<file path="src/rtl/trigq_pkg.sv">
package trigq_pkg;
  localparam int unsigned LANES_DEF  = 2;
  localparam int unsigned DEPTH_DEF  = 64;
  localparam int unsigned DATA_W_DEF = 16;
  localparam int unsigned DROP_W_DEF = 8;

  // width of an occupancy value able to hold 0..depth
  function automatic int unsigned level_width(input int unsigned depth);
    return $clog2(depth + 1);
  endfunction

  // advance a ring index, wrapping after the last slot
  function automatic int unsigned ring_next(input int unsigned idx, input int unsigned depth);
    return (idx == depth - 1) ? 0 : idx + 1;
  endfunction
endpackage

</file>
<file path="src/rtl/trigq_lane_fifo.sv">
module trigq_lane_fifo
  import trigq_pkg::*;
#(
  parameter int unsigned DEPTH  = DEPTH_DEF,
  parameter int unsigned DATA_W = DATA_W_DEF,
  parameter int unsigned CW     = level_width(DEPTH)
) (
  input  logic              clk,
  input  logic              rst_n,
  input  logic              wr_valid,
  input  logic [DATA_W-1:0] wr_data,
  output logic              wr_ready,
  output logic              rd_valid,
  output logic [DATA_W-1:0] rd_data,
  input  logic              rd_ready,
  output logic [CW-1:0]     level,
  output logic              full,
  output logic              drop
);
  localparam int unsigned AW = (DEPTH > 1) ? $clog2(DEPTH) : 1;

  logic [DATA_W-1:0] mem [DEPTH];
  logic [AW-1:0]     wptr, rptr;
  logic              push, pop;

  assign full     = (level == CW'(DEPTH));
  assign wr_ready = !full;
  assign rd_valid = (level != '0);
  assign rd_data  = mem[rptr];
  assign push     = wr_valid && !full;
  assign pop      = rd_ready && rd_valid;
  assign drop     = wr_valid && full;

  always_ff @(posedge clk) begin
    if (push) mem[wptr] <= wr_data;
  end

  always_ff @(posedge clk) begin
    if (!rst_n) begin
      wptr  <= '0;
      rptr  <= '0;
      level <= '0;
    end else begin
      if (push) wptr <= AW'(ring_next(32'(wptr), DEPTH));
      if (pop)  rptr <= AW'(ring_next(32'(rptr), DEPTH));
      case ({push, pop})
        2'b10:   level <= level + CW'(1);
        2'b01:   level <= level - CW'(1);
        default: level <= level;
      endcase
    end
  end
endmodule

</file>
<file path="src/rtl/trigq_sat_counter.sv">
module trigq_sat_counter #(
  parameter int unsigned W = 8
) (
  input  logic         clk,
  input  logic         rst_n,
  input  logic         inc,
  output logic [W-1:0] value
);
  always_ff @(posedge clk) begin
    if (!rst_n)                  value <= '0;
    else if (inc && value != '1) value <= value + W'(1);
  end
endmodule

</file>
<file path="src/rtl/trigq_sticky_flag.sv">
module trigq_sticky_flag (
  input  logic clk,
  input  logic rst_n,
  input  logic set_cond,
  input  logic clear,
  output logic flag
);
  logic rearm;

  // a cause seen during a clear is remembered and re-sets the flag next edge
  always_ff @(posedge clk) begin
    if (!rst_n) begin
      flag  <= 1'b0;
      rearm <= 1'b0;
    end else begin
      rearm <= clear && set_cond;
      flag  <= clear ? 1'b0 : (flag || set_cond || rearm);
    end
  end
endmodule

</file>
<file path="src/rtl/trigq_choke_monitor.sv">
module trigq_choke_monitor
  import trigq_pkg::*;
#(
  parameter int unsigned LANES  = LANES_DEF,
  parameter int unsigned DEPTH  = DEPTH_DEF,
  parameter int unsigned DATA_W = DATA_W_DEF,
  parameter int unsigned DROP_W = DROP_W_DEF,
  parameter int unsigned CW     = level_width(DEPTH)
) (
  input  logic                    clk,
  input  logic                    rst_n,
  input  logic [LANES-1:0]        wr_valid,
  input  logic [LANES*DATA_W-1:0] wr_data,
  output logic [LANES-1:0]        wr_ready,
  output logic [LANES-1:0]        rd_valid,
  output logic [LANES*DATA_W-1:0] rd_data,
  input  logic [LANES-1:0]        rd_ready,
  input  logic [CW-1:0]           choke_thresh,
  input  logic                    mem_ready,
  input  logic                    choke_ack,
  input  logic                    error_ack,
  output logic                    choke_flag,
  output logic                    error_flag,
  output logic [LANES*DROP_W-1:0] drop_cnt
);
  logic [LANES-1:0] lane_above, lane_full, lane_drop;

  for (genvar l = 0; l < LANES; l++) begin : g_lane
    logic [CW-1:0] lvl;

    trigq_lane_fifo #(.DEPTH(DEPTH), .DATA_W(DATA_W), .CW(CW)) u_fifo (
      .clk      (clk),
      .rst_n    (rst_n),
      .wr_valid (wr_valid[l]),
      .wr_data  (wr_data[l*DATA_W +: DATA_W]),
      .wr_ready (wr_ready[l]),
      .rd_valid (rd_valid[l]),
      .rd_data  (rd_data[l*DATA_W +: DATA_W]),
      .rd_ready (rd_ready[l]),
      .level    (lvl),
      .full     (lane_full[l]),
      .drop     (lane_drop[l])
    );

    trigq_sat_counter #(.W(DROP_W)) u_drops (
      .clk   (clk),
      .rst_n (rst_n),
      .inc   (lane_drop[l]),
      .value (drop_cnt[l*DROP_W +: DROP_W])
    );

    // compares the registered occupancy, so the flag lags it by one edge
    assign lane_above[l] = (lvl > choke_thresh);
  end

  trigq_sticky_flag u_choke (
    .clk      (clk),
    .rst_n    (rst_n),
    .set_cond (|lane_above),
    .clear    (choke_ack),
    .flag     (choke_flag)
  );

  trigq_sticky_flag u_error (
    .clk      (clk),
    .rst_n    (rst_n),
    .set_cond ((|lane_full) || !mem_ready),
    .clear    (error_ack),
    .flag     (error_flag)
  );
endmodule

</file>
<file path="config.mk">
export PLATFORM = sky130hd
export DESIGN_NAME = trigq_choke_monitor
export DESIGN_NICKNAME = d
export VERILOG_FILES = /design/src/rtl/trigq_pkg.sv /design/src/rtl/trigq_lane_fifo.sv /design/src/rtl/trigq_sat_counter.sv /design/src/rtl/trigq_sticky_flag.sv /design/src/rtl/trigq_choke_monitor.sv
export SDC_FILE = /design/constraint.sdc
export NUM_CORES = 2
export LEC_CHECK = 0
export BUFFER_PORTS_ARGS = -buffer_cell sky130_fd_sc_hd__clkbuf_2
export CORE_ASPECT_RATIO = 1.2
export CORE_MARGIN = 3
export CORE_UTILIZATION = 43
export DETAILED_ROUTE_END_ITERATION = 10
export GPL_ROUTABILITY_DRIVEN = 0
export PLACE_DENSITY_LB_ADDON = 0.1
export SYNTH_ARGS = -nofsm -noshare
export SYNTH_HDL_FRONTEND = slang
export SYNTH_SLANG_ARGS = --single-unit
</file>
<file path="constraint.sdc">
create_clock -name clk -period 3.3 [get_ports clk]
set_clock_uncertainty 0.1 [all_clocks]
set_input_delay 0.66 -clock clk [delete_from_list [all_inputs] [get_ports clk]]
set_output_delay 0.66 -clock clk [all_outputs]
set_load 0.02 [all_outputs]
</file>
## Word-level counts from Yosys, hierarchy flattened

Memory sizes are Yosys's and may differ from the RTL's. A register that Yosys moved wholly into a read port is not among the register bits.
Cells that the tools add are included.

- Output and inout bits: 54
- Bits in writable memories: 2048
- Input port bits: 48
- Register bits: 58
- Memories kept: 2
- Logic and storage cells: 79

Memories:

| memory | depth | bits a word | rd ports | clocked after memory_dff | wr ports | RTL line | source |
|---|---|---|---|---|---|---|---|
| g_lane[0].u_fifo.mem | 64 | 16 | 1 | 1 | 1 | trigq_lane_fifo.sv:22 | `logic [DATA_W-1:0] mem [DEPTH];` |
| g_lane[1].u_fifo.mem | 64 | 16 | 1 | 1 | 1 | trigq_lane_fifo.sv:22 |  |

- Muxes and demuxes: 14
- Reduce and logical (&&, ||, !) cells: 26
- Bitwise operators: 1
- $lt $le $gt $ge: 2
- Eq/ne operators: 12
- Add/sub/neg operators: 10

Operator list:

| operator | number |
|---|---|
| 2-to-1 mux 6 bit | 8 |
| one-hot mux 7 bit (2 select lines) | 2 |
| adder 6 x 1 -> 6 bit, second input constant | 4 |
| == test 6 bit, second input constant | 4 |
| adder 8 x 1 -> 8 bit, second input constant | 2 |
| inequality test 8 bit, second input constant | 2 |
| adder 7 x 1 -> 7 bit, second input constant | 2 |
| == test 7 bit, second input constant | 2 |
| > comparator 7 bit | 2 |
| nonzero test 7 bit | 2 |
| subtractor 7 x 1 -> 7 bit, second input constant | 2 |
| logical AND 1 bit | 10 |
| OR reduction 2 bit | 4 |
| logical OR 1 bit | 5 |
| == test 2 x 1 -> 1 bit, second input constant | 2 |
| == test 2 bit, second input constant | 2 |
| 2-to-1 mux 1 bit | 4 |
| nonzero test 2 bit | 2 |
| logical NOT 1 bit | 3 |
| NOT 1 bit | 1 |

## Depth between registers and ports, before layout

- Depth after elaboration: 5
- Gate-level depth with buffers: 13

## By module

Synthesis repeated with hierarchy kept, for this count alone.

- Cells, all modules: 3807
- Area total of the unflattened synthesis: 82290.2 um^2

By module, submodules not included:

| module | times used | area an instance (um^2) | cells an instance | seq. area each (um^2) |
|---|---|---|---|---|
| trigq_lane_fifo | 2 | 40502.6 | 1829 | 31250.0 |
| trigq_sat_counter | 2 | 404.1 | 47 | 160.2 |
| trigq_choke_monitor | 1 | 336.6 | 45 | 0.0 |
| trigq_sticky_flag | 2 | 70.1 | 5 | 40.0 |

## Least setup slack after synthesis

No wires, ideal clock.

- Path type: reg-to-reg
- From: register g_lane[1].u_fifo.level[1]
- To: register g_lane[1].u_fifo.level[6]
- Cell stages (with the launch flop): 14
- Slack: -0.302 ns
- Setup time: 0.072 ns
- Data required time: 3.128 ns
- Data arrival time: 3.430 ns
- Period minus slack after synthesis: 3.602 ns
- Buffers on the path: 3
- Cells stage by stage: dfxtp_1 > buf_2 > or4_4 > o31a_1 > clkbuf_1 > ha_1 > clkbuf_1 > xor2_1 > ha_1 > a21oi_1 > o21ai_0 > a221o_1 > a311oi_1 > mux2i_1

- Cells in the longest elaborated chain, start to end: 5

Ends and longest elaborated chain:

| what | RTL line | source |
|---|---|---|
| from (decl) | trigq_lane_fifo.sv:16 | `output logic [CW-1:0] level,` |
| from (signal assigned) | trigq_lane_fifo.sv:47 | `2'b10: level <= level + CW'(1);` |
| from (signal assigned) | trigq_lane_fifo.sv:48 | `2'b01: level <= level - CW'(1);` |
| from (signal assigned) | trigq_lane_fifo.sv:49 | `default: level <= level;` |
| branches (longest 5 deep; another with subtractor 7 x 1 -> 7 bit) | -- |  |

Several ways; the timed one is not identified.
A chain may end at the register's enable or synchronous reset.

==> results.md <==
- Total Nets Final: roughly 4700
- Total Power: 67.76 mW
- Worst Max-Slew Pin Slew: 1.266 ns
- Post-DP Area: 0.08973 mm2
- Main synth FF type: edfxtp_1
- Clock root cell: clkbuf_16
- Antenna-violating nets left: 0
- Drt total wl: 214700 um
- RSZ-0062 raised after global routing: true
- Power per cell area: 679.4 mW/mm2
- Critical Path RT: 2.54 ns
- Initial core utilization: 43.30%
- Congestion Overflow GR: 0
- Remaining DRCs: 0
- Avg Synthesized Cell Area: 21.02 um2
- Cell with the most instances after synthesis: edfxtp_1
- Wire per inst: 29.51 um
- Clock Path Buffers: 3
- Switching Fraction: between 20% and 30%
- Clock transition at path regs: about 0.060 ns
- Synth top area share: 74.81%
- Combinational share of power: 21.4%
- Flop-to-flop setup slack: 0.21 ns
- Mapped Cells: 3910
- Vias/cell: roughly 5.7
- Clock power frac: 34.4%
- Kind of critical path: flop to output port
- Hpwl dp: ~140000 um
- CP max stage cell: mux4_2
- Die Area: 0.1965 mm2
- First DRT Iteration DRCs: 3227
- CP endpoint kind: output port
- Sw Pwr: 17.28 mW
- Drt pass-1 iters: 7
- Syn Nets: 3984
- H-tree levels: 4
- CTS tree: done
- Sequential-to-total area share from yosys stat: 76.52%
- Async set-reset flop share out of synthesis: 0%
- First-pass GRT wire length: 308700 um
- Share of layout cells above drive strength 1: roughly 38%
- Reg power frac: between 40% and 50%
- Largest net degree at the start of global routing: 65
- R2R Path Start: g_lane[1].u_fifo.level[1]$_SDFFE_PN0P_
- CP Depth: 9
- WP buf/inv: 4
- Worst Path Arrival: ~3.4 ns
- Status: complete, but fails checks
- Int Power: 50.47 mW
- Fin util: 52.54%
- Detailed-route via count: 41414
- Synth warn: 0
- R2R cell count: 10
- Worst vdd ir: roughly 0.58 mV
- Max Cap Viol: 0
- Worst skew pair latency: roughly 0.83 ns
- Commonest cells in the synthesized netlist: edfxtp_1 (2048), mux4_2 (499), nor2_1 (224), clkbuf_1 (87), nand2_1 (83)
- Initial antenna violation count: 5
- Failing checks: negative setup slack
- Post-route setup slack: -0.8132 ns
- Hold_sp: mem_ready
- Top cell family by delay on the critical path: multiplexers
- Final hold violation count: 0
- Post-route cell area: 0.09973 mm2
- Post-synth top area cell: edfxtp_1
- Number of global-route vias before repair: roughly 43000
- GR Util All Layers: 21.80%
- Static leakage: 31.45 nW
- Final min period: 4.113 ns
- Worst hold path class: input port to flop
- Final period utilization: 124.6%
- Critical path cell sequence: buf_12 > buf_12 > buf_6 > mux4_2 > mux2_4 > a22oi_2 > a221oi_4 > a311o_1 > buf_6
- Worst-path fanout max: 8
- Worst Setup Start Kind: flop
- Die width: 405.1 um
- Clock Sinks: 2118
- Core box area: between 0.15 and 0.2 mm2
- Layout fillers: approximately 15000
- Top Ports: 102
- Count of input and output buffers: 101
- Final Setup Violations: 32
- EDFF count, synth: approximately 2000
- Die height: 485.0 um
- Relative slew margins: 15.59%
- Area grow syn2layout: 21.32%
- Synth area leaders: edfxtp_1 (75%), mux4_2 (14%), dfxtp_1 (1.7%)
- Synthesized area: slightly above 0.08 mm2
- CP Capture Point: rd_data[28]
- Delay of the slowest critical-path stage: around 0.52 ns
- Yosys cell types: 68
- RR Endpoint: g_lane[1].u_fifo.level[6]$_SDFFE_PN0P_
- Register bit total from synthesis: 2118
- Cts bufs inserted: 208
- Max-slew violation count: 0
- Fmax: roughly 0.24 GHz
- Row count: 175
==> how the worst min path moves through the flow <==
stage | cells after the start | end | slack [ns]
floorplan | 2 | u_error.flag$_SDFF_PP0_ | 0.37
global placement | 2 | u_error.flag$_SDFF_PP0_ | 0.39
detailed placement | 2 | u_error.flag$_SDFF_PP0_ | 0.40
CTS | 3 | u_error.rearm$_SDFF_PN0_ | 0.002
global route | 1 | g_lane[1].u_fifo.mem[18][15]$_DFFE_PP_ | 0.06
finish | 3 | u_error.rearm$_SDFF_PN0_ | 0.08
==> repair_timing <==
item / in CTS / in global routing
setup buffers: 35 / 77
pin swaps: 18 / 83
hold buffers: 2 / 0
endpoints found under the setup margin: 34 / 34
cloned: 4 / 12
resized for setup: 205 / 247
endpoints found under the hold margin: 4 / 0
==> layout make-up <==
class | instances | area [um2] | share of cell area (%)
inverter | 13 | 48.80 | 0.04893
clock inverter | 118 | 1231 | 1.234
clock buffer | 256 | 5405 | 5.420
multi-input combinational | 1561 | 19670 | 19.73
antenna | 1 | 2.502 | 0.002509
timing repair buffer | 730 | 7336 | 7.355
sequential | 2118 | 62940 | 63.10
tap | 2478 | 3100 | 3.109
==> sequential cells by signal, indices dropped and copies added (netlist names), named ones only <==
signal                cells
g_lane.u_drops.value     16
g_lane.u_fifo.level      14
g_lane.u_fifo.mem      2048
g_lane.u_fifo.rptr       12
g_lane.u_fifo.wptr       12
u_choke.flag              1
u_choke.rearm             1
u_error.flag              1
u_error.rearm             1
==> kinds of logic (layout without fill, tap and decap cells) <==
logic type	Yosys count	count (layout)	synth area share (%)
and+or+nand+nor	517	517	2.985
DFF	2118	2118	76.52
AOI/OAI and AO/OA	369	369	3.154
buffers and inverters	231	1117	1.438
adders and majority gates	26	26	0.3957
xor gates and xnor gates	35	35	0.3729
muxes	614	614	15.14
other	0	1	0
==> cell usage in the layout, fill, tap and decap left out, types with 42 or more instances in the layout <==
| cell type | n |
|---|---|
| clkbuf_16 | 220 |
| dfxtp_1 | 60 |
| clkbuf_1 | 46 |
| buf_12 | 103 |
| edfxtp_1 | 2048 |
| buf_6 | 62 |
| mux2i_1 | 62 |
| a22oi_2 | 42 |
| clkinv_1 | 46 |
| mux4_2 | 499 |
| buf_4 | 452 |
| clkbuf_2 | 71 |
| nor2_1 | 179 |
| a21oi_1 | 42 |
| nand2_1 | 73 |
==> per-layer routing <==
| metal | GRT usage [%] | share of wire (%) | up-vias |
|---|---|---|---|
| li1 | - | - | 17849 |
| met1 | 28.70 | 41 | 22262 |
| met2 | 37.84 | 52 | 1001 |
| met3 | 2.717 | 4.1 | 302 |
| met4 | 6.806 | 3.0 | 0 |
| met5 | 0 | 0 | - |
==> power by group through the flow <==
stage | combinational, mW | clock, mW | sequential, mW
6_report | 14.5 | 23.3 | 30.0
2_1_floorplan | 7.26 | 0 | 30.4
4_1_cts | 13.2 | 23.8 | 30.0
3_5_place_dp | 11.8 | 0 | 30.6
3_3_place_gp | 11.8 | 0 | 30.6
5_1_grt | 15.4 | 24.9 | 30.0
==> worst reg2reg max path: stages (launching register included) <==
cell and delay, ns:
dfxtp_1 0.31, or4_4 0.58, o31a_1 0.35, ha_4 0.18
xor2_1 0.14, ha_1 0.21, a21oi_2 0.17, o21ai_0 0.12
a221o_1 0.39, a311oi_2 0.27, mux2i_1 0.21
==> stage by stage <==
| stage | std cells | hold slack (ns) | setup TNS [ns] | setup slack, ns |
|---|---|---|---|---|
| floorplan | 3910 | 0.3705 | 0 | 0.001159 |
| global placement | 6788 | 0.3869 | -5.725 | -1.020 |
| detailed placement | 6790 | 0.3969 | -3.334 | -0.5819 |
| CTS | 7195 | 0.001586 | -25.73 | -0.8984 |
| global route | 7275 | 0.06222 | -26.09 | -0.9101 |
| finish | 7275 | 0.07579 | -23.01 | -0.8132 |
No activity file was read; power rests on OpenSTA's default activity.
